`src/rtl/pwm_pair_pkg.sv`:
```
`timescale 1ns/1ps
package pwm_pair_pkg;
  localparam int AW = 3;
  localparam int NCH = 2;

  localparam logic [AW-1:0] ADDR_CTRL = 3'd0;
  localparam logic [AW-1:0] ADDR_MOD  = 3'd1;
  localparam logic [AW-1:0] ADDR_CMP0 = 3'd2;
  localparam logic [AW-1:0] ADDR_CW0  = 3'd4;

  localparam int CTRL_STOP_BIT = 0;
  localparam int CTRL_CLR_BIT  = 1;

  // channel mode field: bit 1 = linked/buffered, bit 0 = single/unbuffered
  typedef enum logic [1:0] {
    MATCH_NONE   = 2'b00,
    MATCH_TOGGLE = 2'b01,
    MATCH_LOW    = 2'b10,
    MATCH_HIGH   = 2'b11
  } match_act_e;

  typedef struct packed {
    logic [1:0] mode;
    match_act_e on_match;
    logic       tov;
  } ch_ctrl_t;

  localparam int CW_BITS = $bits(ch_ctrl_t);
endpackage

```
`src/rtl/pwm_counter.sv`:
```
`timescale 1ns/1ps
module pwm_counter #(
  parameter int W = 8
) (
  input  logic         clk,
  input  logic         rst_n,
  input  logic         stop,
  input  logic         clr,
  input  logic [W-1:0] mod_val,
  output logic [W-1:0] cnt,
  output logic [W-1:0] cnt_nxt,
  output logic         run,
  output logic         wrap
);
  // at-or-above keeps a smaller modulo written mid-period from running to full scale
  assign run     = !stop && !clr;
  assign wrap    = cnt >= mod_val;
  assign cnt_nxt = wrap ? '0 : cnt + 1'b1;

  always_ff @(posedge clk or negedge rst_n) begin
    if (!rst_n)   cnt <= '0;
    else if (clr) cnt <= '0;
    else if (run) cnt <= cnt_nxt;
  end
endmodule

```
`src/rtl/pwm_buf_sel.sv`:
```
`timescale 1ns/1ps
module pwm_buf_sel #(
  parameter int W = 8
) (
  input  logic         clk,
  input  logic         rst_n,
  input  logic         linked,
  input  logic         adv_wrap,
  input  logic         wr_cmp,
  input  logic         wr_idx,
  input  logic [W-1:0] cmp0,
  input  logic [W-1:0] cmp1,
  output logic         act_sel,
  output logic [W-1:0] cmp_eff
);
  logic pend;
  logic swap;
  logic sel_now;

  assign swap    = linked && adv_wrap && pend;
  assign sel_now = swap ? ~act_sel : act_sel;
  // the comparison is made against the count after the edge, so a swap must be seen here
  assign cmp_eff = sel_now ? cmp1 : cmp0;

  always_ff @(posedge clk or negedge rst_n) begin
    if (!rst_n) begin
      act_sel <= 1'b0;
      pend    <= 1'b0;
    end else if (!linked) begin
      act_sel <= 1'b0;
      pend    <= 1'b0;
    end else if (swap) begin
      act_sel <= ~act_sel;
      pend    <= 1'b0;
    end else if (wr_cmp && (wr_idx != act_sel)) begin
      pend    <= 1'b1;
    end
  end
endmodule

```
`src/rtl/pwm_out_stage.sv`:
```
`timescale 1ns/1ps
module pwm_out_stage
  import pwm_pair_pkg::*;
#(
  parameter int W = 8
) (
  input  logic         clk,
  input  logic         rst_n,
  input  logic         en,
  input  logic         run,
  input  logic         wrap,
  input  logic [W-1:0] cnt_nxt,
  input  logic [W-1:0] cmp_eff,
  input  ch_ctrl_t     ctl,
  output logic         pin
);
  logic nxt;

  always_comb begin
    nxt = pin;
    if (en && run) begin
      if (wrap && ctl.tov) begin
        if (ctl.on_match[1]) nxt = ~ctl.on_match[0];
        else                 nxt = ~pin;
      end
      // a match on the new count overrides the overflow action
      if (cnt_nxt == cmp_eff) begin
        unique case (ctl.on_match)
          MATCH_LOW:    nxt = 1'b0;
          MATCH_HIGH:   nxt = 1'b1;
          MATCH_TOGGLE: nxt = ~nxt;
          default:      nxt = nxt;
        endcase
      end
    end
  end

  always_ff @(posedge clk or negedge rst_n) begin
    if (!rst_n) pin <= 1'b0;
    else        pin <= nxt;
  end
endmodule

```
`src/rtl/pwm_pair_timer.sv`:
```
`timescale 1ns/1ps
module pwm_pair_timer
  import pwm_pair_pkg::*;
#(
  parameter int W = 8
) (
  input  logic                 clk,
  input  logic                 rst_n,
  input  logic                 wr_en,
  input  logic [AW-1:0]        wr_addr,
  input  logic [W-1:0]         wr_data,
  output logic [W-1:0]         count,
  output logic                 pwm_o,
  output logic                 ovf_evt,
  output logic [NCH-1:0]       cmp_evt
);
  logic              stop_q;
  logic [W-1:0]      mod_q;
  logic [W-1:0]      cmp_q [NCH];
  ch_ctrl_t          ctl_q [NCH];
  logic              clr_cmd;
  logic [W-1:0]      cnt_nxt;
  logic              run;
  logic              wrap;
  logic              linked;
  logic              ch0_on;
  logic              wr_cmp;
  logic              act_sel;
  logic [W-1:0]      cmp_eff;

  assign clr_cmd = wr_en && (wr_addr == ADDR_CTRL) && wr_data[CTRL_CLR_BIT];

  always_ff @(posedge clk or negedge rst_n) begin
    if (!rst_n) begin
      stop_q <= 1'b1;
      mod_q  <= '1;
    end else if (wr_en) begin
      if (wr_addr == ADDR_CTRL) stop_q <= wr_data[CTRL_STOP_BIT];
      if (wr_addr == ADDR_MOD)  mod_q  <= wr_data;
    end
  end

  for (genvar i = 0; i < NCH; i++) begin : g_ch
    localparam logic [AW-1:0] A_CMP = AW'(ADDR_CMP0 + i);
    localparam logic [AW-1:0] A_CW  = AW'(ADDR_CW0 + i);
    always_ff @(posedge clk or negedge rst_n) begin
      if (!rst_n) begin
        cmp_q[i] <= '0;
        ctl_q[i] <= '0;
      end else if (wr_en) begin
        if (wr_addr == A_CMP) cmp_q[i] <= wr_data;
        if (wr_addr == A_CW)  ctl_q[i] <= ch_ctrl_t'(wr_data[CW_BITS-1:0]);
      end
    end
    assign cmp_evt[i] = run && (count == cmp_q[i]);
  end

  pwm_counter #(.W(W)) u_cnt (
    .clk(clk), .rst_n(rst_n), .stop(stop_q), .clr(clr_cmd), .mod_val(mod_q),
    .cnt(count), .cnt_nxt(cnt_nxt), .run(run), .wrap(wrap)
  );

  assign ovf_evt = run && wrap;
  assign linked  = ctl_q[0].mode[1];
  assign ch0_on  = |ctl_q[0].mode;
  assign wr_cmp  = wr_en && (wr_addr[AW-1:1] == ADDR_CMP0[AW-1:1]);

  pwm_buf_sel #(.W(W)) u_sel (
    .clk(clk), .rst_n(rst_n), .linked(linked), .adv_wrap(ovf_evt),
    .wr_cmp(wr_cmp), .wr_idx(wr_addr[0]), .cmp0(cmp_q[0]), .cmp1(cmp_q[1]),
    .act_sel(act_sel), .cmp_eff(cmp_eff)
  );

  pwm_out_stage #(.W(W)) u_out (
    .clk(clk), .rst_n(rst_n), .en(ch0_on), .run(run), .wrap(wrap),
    .cnt_nxt(cnt_nxt), .cmp_eff(cmp_eff), .ctl(ctl_q[0]), .pin(pwm_o)
  );
endmodule

```
`config.mk`:
```
export PLATFORM = sky130hd
export DESIGN_NAME = pwm_pair_timer
export DESIGN_NICKNAME = d
export VERILOG_FILES = /design/src/rtl/pwm_pair_pkg.sv /design/src/rtl/pwm_counter.sv /design/src/rtl/pwm_buf_sel.sv /design/src/rtl/pwm_out_stage.sv /design/src/rtl/pwm_pair_timer.sv
export SDC_FILE = /design/constraint.sdc
export NUM_CORES = 1
export LEC_CHECK = 0
export BUFFER_PORTS_ARGS = -buffer_cell sky130_fd_sc_hd__buf_2
export CAP_MARGIN = 0
export CORE_MARGIN = 3
export CORE_UTILIZATION = 60
export CTS_BUF_LIST = sky130_fd_sc_hd__clkbuf_4 sky130_fd_sc_hd__clkbuf_8
export DETAILED_ROUTE_END_ITERATION = 10
export PLACE_DENSITY = 0.9
export SLEW_MARGIN = 10
export SYNTH_ARGS = -nofsm -noshare
export SYNTH_HDL_FRONTEND = slang
export SYNTH_HIERARCHICAL = 1
export SYNTH_SLANG_ARGS = --single-unit
export TNS_END_PERCENT = 30
```
`constraint.sdc`:
```
create_clock -name clk -period 5.28 [get_ports clk]
set_clock_uncertainty 0.2 [all_clocks]
set_input_delay 0.264 -clock clk [delete_from_list [all_inputs] [get_ports clk]]
set_output_delay 0.264 -clock clk [all_outputs]
set_load 0.01 [all_outputs]
```
# Yosys cells after proc, flatten, opt, wreduce, memory -nomap -nowiden
# Cells that the tools add are included.
# op_classes
addsub	1
order_cmp	1
n_eq_ne	13
n_mux	14
n_bitwise	4
n_reduce_logical	22
# op_table
op	count
$mux 8	4
$eq 8x8->1	3
$logic_and 1x1->1	12
$reduce_and 2->1	5
$mux 1	9
$add 8x1->8 const B	1
$ge 8x8->1	1
$eq 3x2->1 const B	2
$eq 2x1->1 const B	2
$eq 2x2->1 const B	2
$not 1->1	4
$eq 3x1->1 const B	1
$eq 3x3->1 const B	1
$logic_not 3->1	1
$ne 3x1->1 const B	1
$pmux 1 s3	1
$logic_not 1->1	2
$reduce_bool 2->1	1
$reduce_or 2->1	1
$ne 1x1->1	1
# totals
ff_bits	41
inputBits	14
out_inout_bits	12
wordCells	66

# Depth between registers and ports, before layout
# depth
word_depth	12
mapped_depth	15
mapped_depth_nobuf	14

# Modules after synthesis
# Netlist, hierarchy kept.
# by_module_without_submodules
module	instances	cells_each	area_each_um2
pwm_pair_timer	1	98	1482.7
pwm_counter	1	100	757.0
pwm_out_stage	1	28	237.7
pwm_buf_sel	1	19	210.2

# Worst setup path after synthesis
# Ideal clock, no wire load.
# synth_timing
kind	register -> register
from	register u_cnt.cnt[5]
to	register u_out.pin
setup_ns	0.134
t_arrival_ns	3.622
required_ns	4.946
setup_slack_ns	1.324
stages_incl_launch_ff	14
synth_period_minus_slack_ns	3.956
path_cell_list	dfrtp_1 -> ha_1 -> a41oi_1 -> o32ai_2 -> buf_2 -> and2_1 -> nand3_1 -> xor2_2 -> mux2_2 -> xor2_1 -> nor4_2 -> and2_4 -> mux2i_1 -> a211oi_2
# synth_via
elab_chain_len	8
elab_cells_between_ends	15
classes_between	1 x add/sub; 1 x order compare; 1 x eq/ne; 7 x mux; 1 x bitwise; 4 x reduce/logical
# synth_rtl
element	line	text
start: declaration	pwm_counter.sv:10	output logic [W-1:0] cnt,
start signal: assignment	pwm_counter.sv:23	else if (run) cnt <= cnt_nxt;
$ge 8x8->1	pwm_counter.sv:17	assign wrap = cnt >= mod_val;
via wrap	pwm_pair_timer.sv:24	logic wrap;
$logic_and 1x1->1	pwm_pair_timer.sv:63	assign ovf_evt = run && wrap;
via ovf_evt	pwm_pair_timer.sv:14	output logic ovf_evt,
$logic_and 1x1->1 (2 in a row)	pwm_buf_sel.sv:20	assign swap = linked && adv_wrap && pend;
$mux 1	pwm_buf_sel.sv:21	assign sel_now = swap ? ~act_sel : act_sel;
$mux 8	pwm_buf_sel.sv:23	assign cmp_eff = sel_now ? cmp1 : cmp0;
via cmp_eff[5]	pwm_pair_timer.sv:29	logic [W-1:0] cmp_eff;
$eq 8x8->1	pwm_out_stage.sv:27	if (cnt_nxt == cmp_eff) begin
$mux 1	pwm_out_stage.sv:27	
end signal: assignment	pwm_out_stage.sv:40	else pin <= nxt;
end: declaration	pwm_out_stage.sv:15	output logic pin
# The timed path passes the listed nets, and every way through them passes these cells. The select of a mux whose other input is x is not followed.
# A chain may end at the register's enable or synchronous reset.

# Worst setup path in the final report
# layout_timing
from	register u_cnt.cnt[2]
to	register u_out.pin
# layout_via
elab_chain_len	8
elab_cells_between_ends	15
classes_between	1 x add/sub; 1 x order compare; 1 x eq/ne; 7 x mux; 1 x bitwise; 4 x reduce/logical
# layout_rtl
element	line
$ge 8x8->1	pwm_counter.sv:17
via wrap	pwm_pair_timer.sv:24
$logic_and 1x1->1	pwm_pair_timer.sv:63
$logic_and 1x1->1 (2 in a row)	pwm_buf_sel.sv:20
$mux 1	pwm_buf_sel.sv:21
$mux 8	pwm_buf_sel.sv:23
via cmp_eff[5]	pwm_pair_timer.sv:29
$eq 8x8->1	pwm_out_stage.sv:27
$mux 1	pwm_out_stage.sv:27
# The timed path passes the listed nets, and every way through them passes these cells. The select of a mux whose other input is x is not followed.

==> flow_metrics.py <==
metrics = {
    "synthesis": {
        "yosysWarnings": 6,
        "ys_seq_elements": 41,
        "syn-cell-area_um2": 2690,
        "syn_area_per_cell_um2": 11.0,
        "synth_edf_count": 0,
        "synth_cells": 245,
        "synth_top_flop_cell": "dfrtp_1",
        "ys_types": 52,
        "synth_nets": 268,
        "yosysSeqAreaShare_pct": 38.6,
        "async_flop_share_pct": 100,
    },
    "clocking": {
        "tritoncts": "done",
        "numClockSinks": 41,
        "htreeDepth": 2,
        "cts_buffers": 5,
        "clockRootBuffer": "clkbuf_8",
        "cts_buffer_depth": 2,
        "cts_setup_buffers": 0,
        "clock_latency_ps": 300,
        "path_clk_slew_ps": 80,
    },
    "timing": {
        "setup_viol": 0,
        "slew_headroom_pct": 40.4,
        "slew_violations": 0,
        "fin_ws_ps": 1010,
        "worstMarginPinSlew_ps": 894,
        "finalSetupTns_ps": 0,
        "hold_viol": 0,
        "fmax_mhz": 234,
        "finalCritPeriodShare_pct": 81.0,
        "rsz0062_at_grt": "false",
        "finalHoldWorstSlack_ps": 34.3,
        "fin_crit_ps": 4270,
    },
    "routing": {
        "drc": 0,
        "totalWireLength_um": 6150,
        "firstDrtPassIters": 4,
        "drtIter0Drc": 161,
        "wire_per_inst_um": 19.1,
        "vias_per_cell": 6.19,
        "ant_nets": 0,
        "num_vias": 1993,
    },
    "global_routing": {
        "grt_pass1_wl_um": 10300,
        "grt_max_degree": 42,
        "overflow": 0,
        "antenna_found_initial": 0,
        "track_usage_pct": 26.2,
        "grt_pass1_vias": 2019,
    },
    "critical_path": {
        "slowest_stage": "or4_1",
        "crit_fanout": 18,
        "crit_chain": "ha_1, or4_1, a21oi_2, o32ai_2, buf_4, and2_1, nand3_1, xor2_2, mux2_2, xor2_1, nor4_2, and2_4, mux2i_1, a211oi_2",
        "end_kind": "flip-flop",
        "startpoint_type": "flip-flop",
        "worstSetupPathType": "reg -> reg",
        "cp.required_ps": 5250,
        "cpPeakStageDelay_ps": 570,
        "worstPathArrival_ps": 4250,
    },
    "floorplanning": {
        "rows": 23,
        "die-area_um2": 5320,
        "die_x_um": 72.9,
        "coreArea_um2": 4170,
        "dieHeight_um": 72.9,
        "start_util_pct": 64.4,
        "ios": 26,
    },
    "final_layout": {
        "mostFrequentLayoutCells": "dfrtp_1 (32), buf_2 (25), mux2_4 (21), xnor2_1 (19), nand2_1 (18)",
        "n_fill_cell": 295,
        "layout_commonest_cell": "dfrtp_1",
        "nets": 294,
        "layout-drive-gt1-share_pct": 34.9,
        "syn2layout_area_growth_pct": 9.87,
        "fin_area_um2": 2950,
        "layout.area.seq_um2": 1040,
        "multi_input_area_um2": 1560,
        "n_antenna_cell": 0,
    },
    "place": {
        "hpwl_um": 4500,
        "io_buffers": 25,
        "preCtsSetupSlack_ps": 1120,
        "place_area_um2": 2830,
        "place.gp.congestion": 0.960,
    },
    "power": {
        "leakagePower_nw": 1.31,
        "peakVddDrop_v": 0.000253,
        "p_per_area_nw_per_um2": 533,
        "power.total_mw": 1.57,
    },
    "min_path": {
        "hp-class": "in -> reg",
    },
    "run_status": {
        "status": "complete, no violations",
    },
    "run": {
        "cap_violations": 0,
    },
}
==> final cells by class <==
class,instances,share of cell area [%]
Timing Repair Buffer,27,4.83
Clock inverter,2,1.31
Multi-Input combinational cell,186,52.8
Sequential cell,41,35.1
Inverter,10,1.27
Tap cell,50,2.12
Clock buffer,6,2.58
==> power breakdown <==
part / total, mW / internal, mW / switching, mW
sequential: 0.578 / 0.409 / 0.169
clock: 0.257 / 0.147 / 0.110
combinational: 0.739 / 0.369 / 0.370
==> metal layers <==
layer / up-vias / track usage (%) / routed length, um
li1: 912 / - / -
met1: 973 / 32.9 / 2590
met2: 84 / 41.7 / 2940
met3: 24 / 7.44 / 378
met4: 0 / 12.3 / 234
met5: - / 0 / 0
==> cells by family (layout without fill, tap and decap cells) <==
family / Yosys count / after routing / synth area share, %
adder cells (fa/ha/maj): 9 / 9 / 4.19
AO/OA/AOI/OAI: 30 / 30 / 7.92
flip-flops: 41 / 41 / 38.6
multiplexers: 40 / 40 / 19.6
buffers and inverters: 18 / 45 / 3.45
XOR/XNOR: 31 / 31 / 10.4
AND/OR/NAND/NOR: 76 / 76 / 15.9
==> cells in the mapped netlist (all sizes together), types with 3 or more instances <==
library cell | instances | area, um^2
nand3 | 8 | 45.0
ha | 9 | 113
a21o | 5 | 37.5
o21ai | 3 | 15.0
a21oi | 11 | 58.8
and2 | 4 | 28.8
xor2 | 12 | 113
and3 | 3 | 25.0
mux2 | 38 | 507
nor3 | 4 | 20.0
dfstp | 9 | 236
dfrtp | 32 | 801
nand2 | 18 | 67.6
or3 | 6 | 37.5
nand4 | 3 | 18.8
xnor2 | 19 | 166
nor2 | 16 | 62.6
inv | 10 | 37.5
buf | 6 | 47.5
==> timing repair <==
action                                 4_1_cts  5_1_grt
hold buffers                                 1        0
endpoints found under the hold margin       32        0
gates resized for setup                      0        0
==> through the flow <==
stage | util, % | std cells
finish | 70.8 | 322
global route | 70.8 | 322
CTS | 70.8 | 322
detailed placement | 67.8 | 313
global placement | 67.8 | 313
floorplan | - | 245
==> worst max-delay path, delay by kind of cell (launching register included) <==
kind | cells | cell delay (ps)
AO/OA/AOI/OAI | 3 | 310
XOR/XNOR | 2 | 560
adder cells (fa/ha/maj) | 1 | 290
buffers and inverters | 1 | 210
flip-flops | 1 | 540
multiplexers | 2 | 620
AND/OR/NAND/NOR | 5 | 1420
==> state kept, by name, indices dropped and copies added, names as in the netlist <==
signal and cells:
u_sel/pend 1, cmp_q 16, u_sel/act_sel 1, u_cnt/cnt 8, u_out/pin 1, ctl_q 5
stop_q 1, mod_q 8
==> path summary, 6_finish.rpt <==
| kind | cells after the start | endpoint | start | slack [ps] |
|---|---|---|---|---|
| hold / removal | 2 | cmp_q[15] | wr_data[7] | 30 |
| max in group asynchronous | 2 | ctl_q[6] | rst_n | 3900 |
| setup / recovery | 14 | u_out/pin | u_cnt/cnt[2] | 1010 |
| setup reg to reg | 14 | u_out/pin | u_cnt/cnt[2] | 1010 |
| hold reg to reg | 1 | ctl_q[8] | ctl_q[8] | 320 |
| min in group asynchronous | 2 | u_cnt/cnt[7] | rst_n | 430 |
Note: power is estimated with default switching activity, not from simulation.
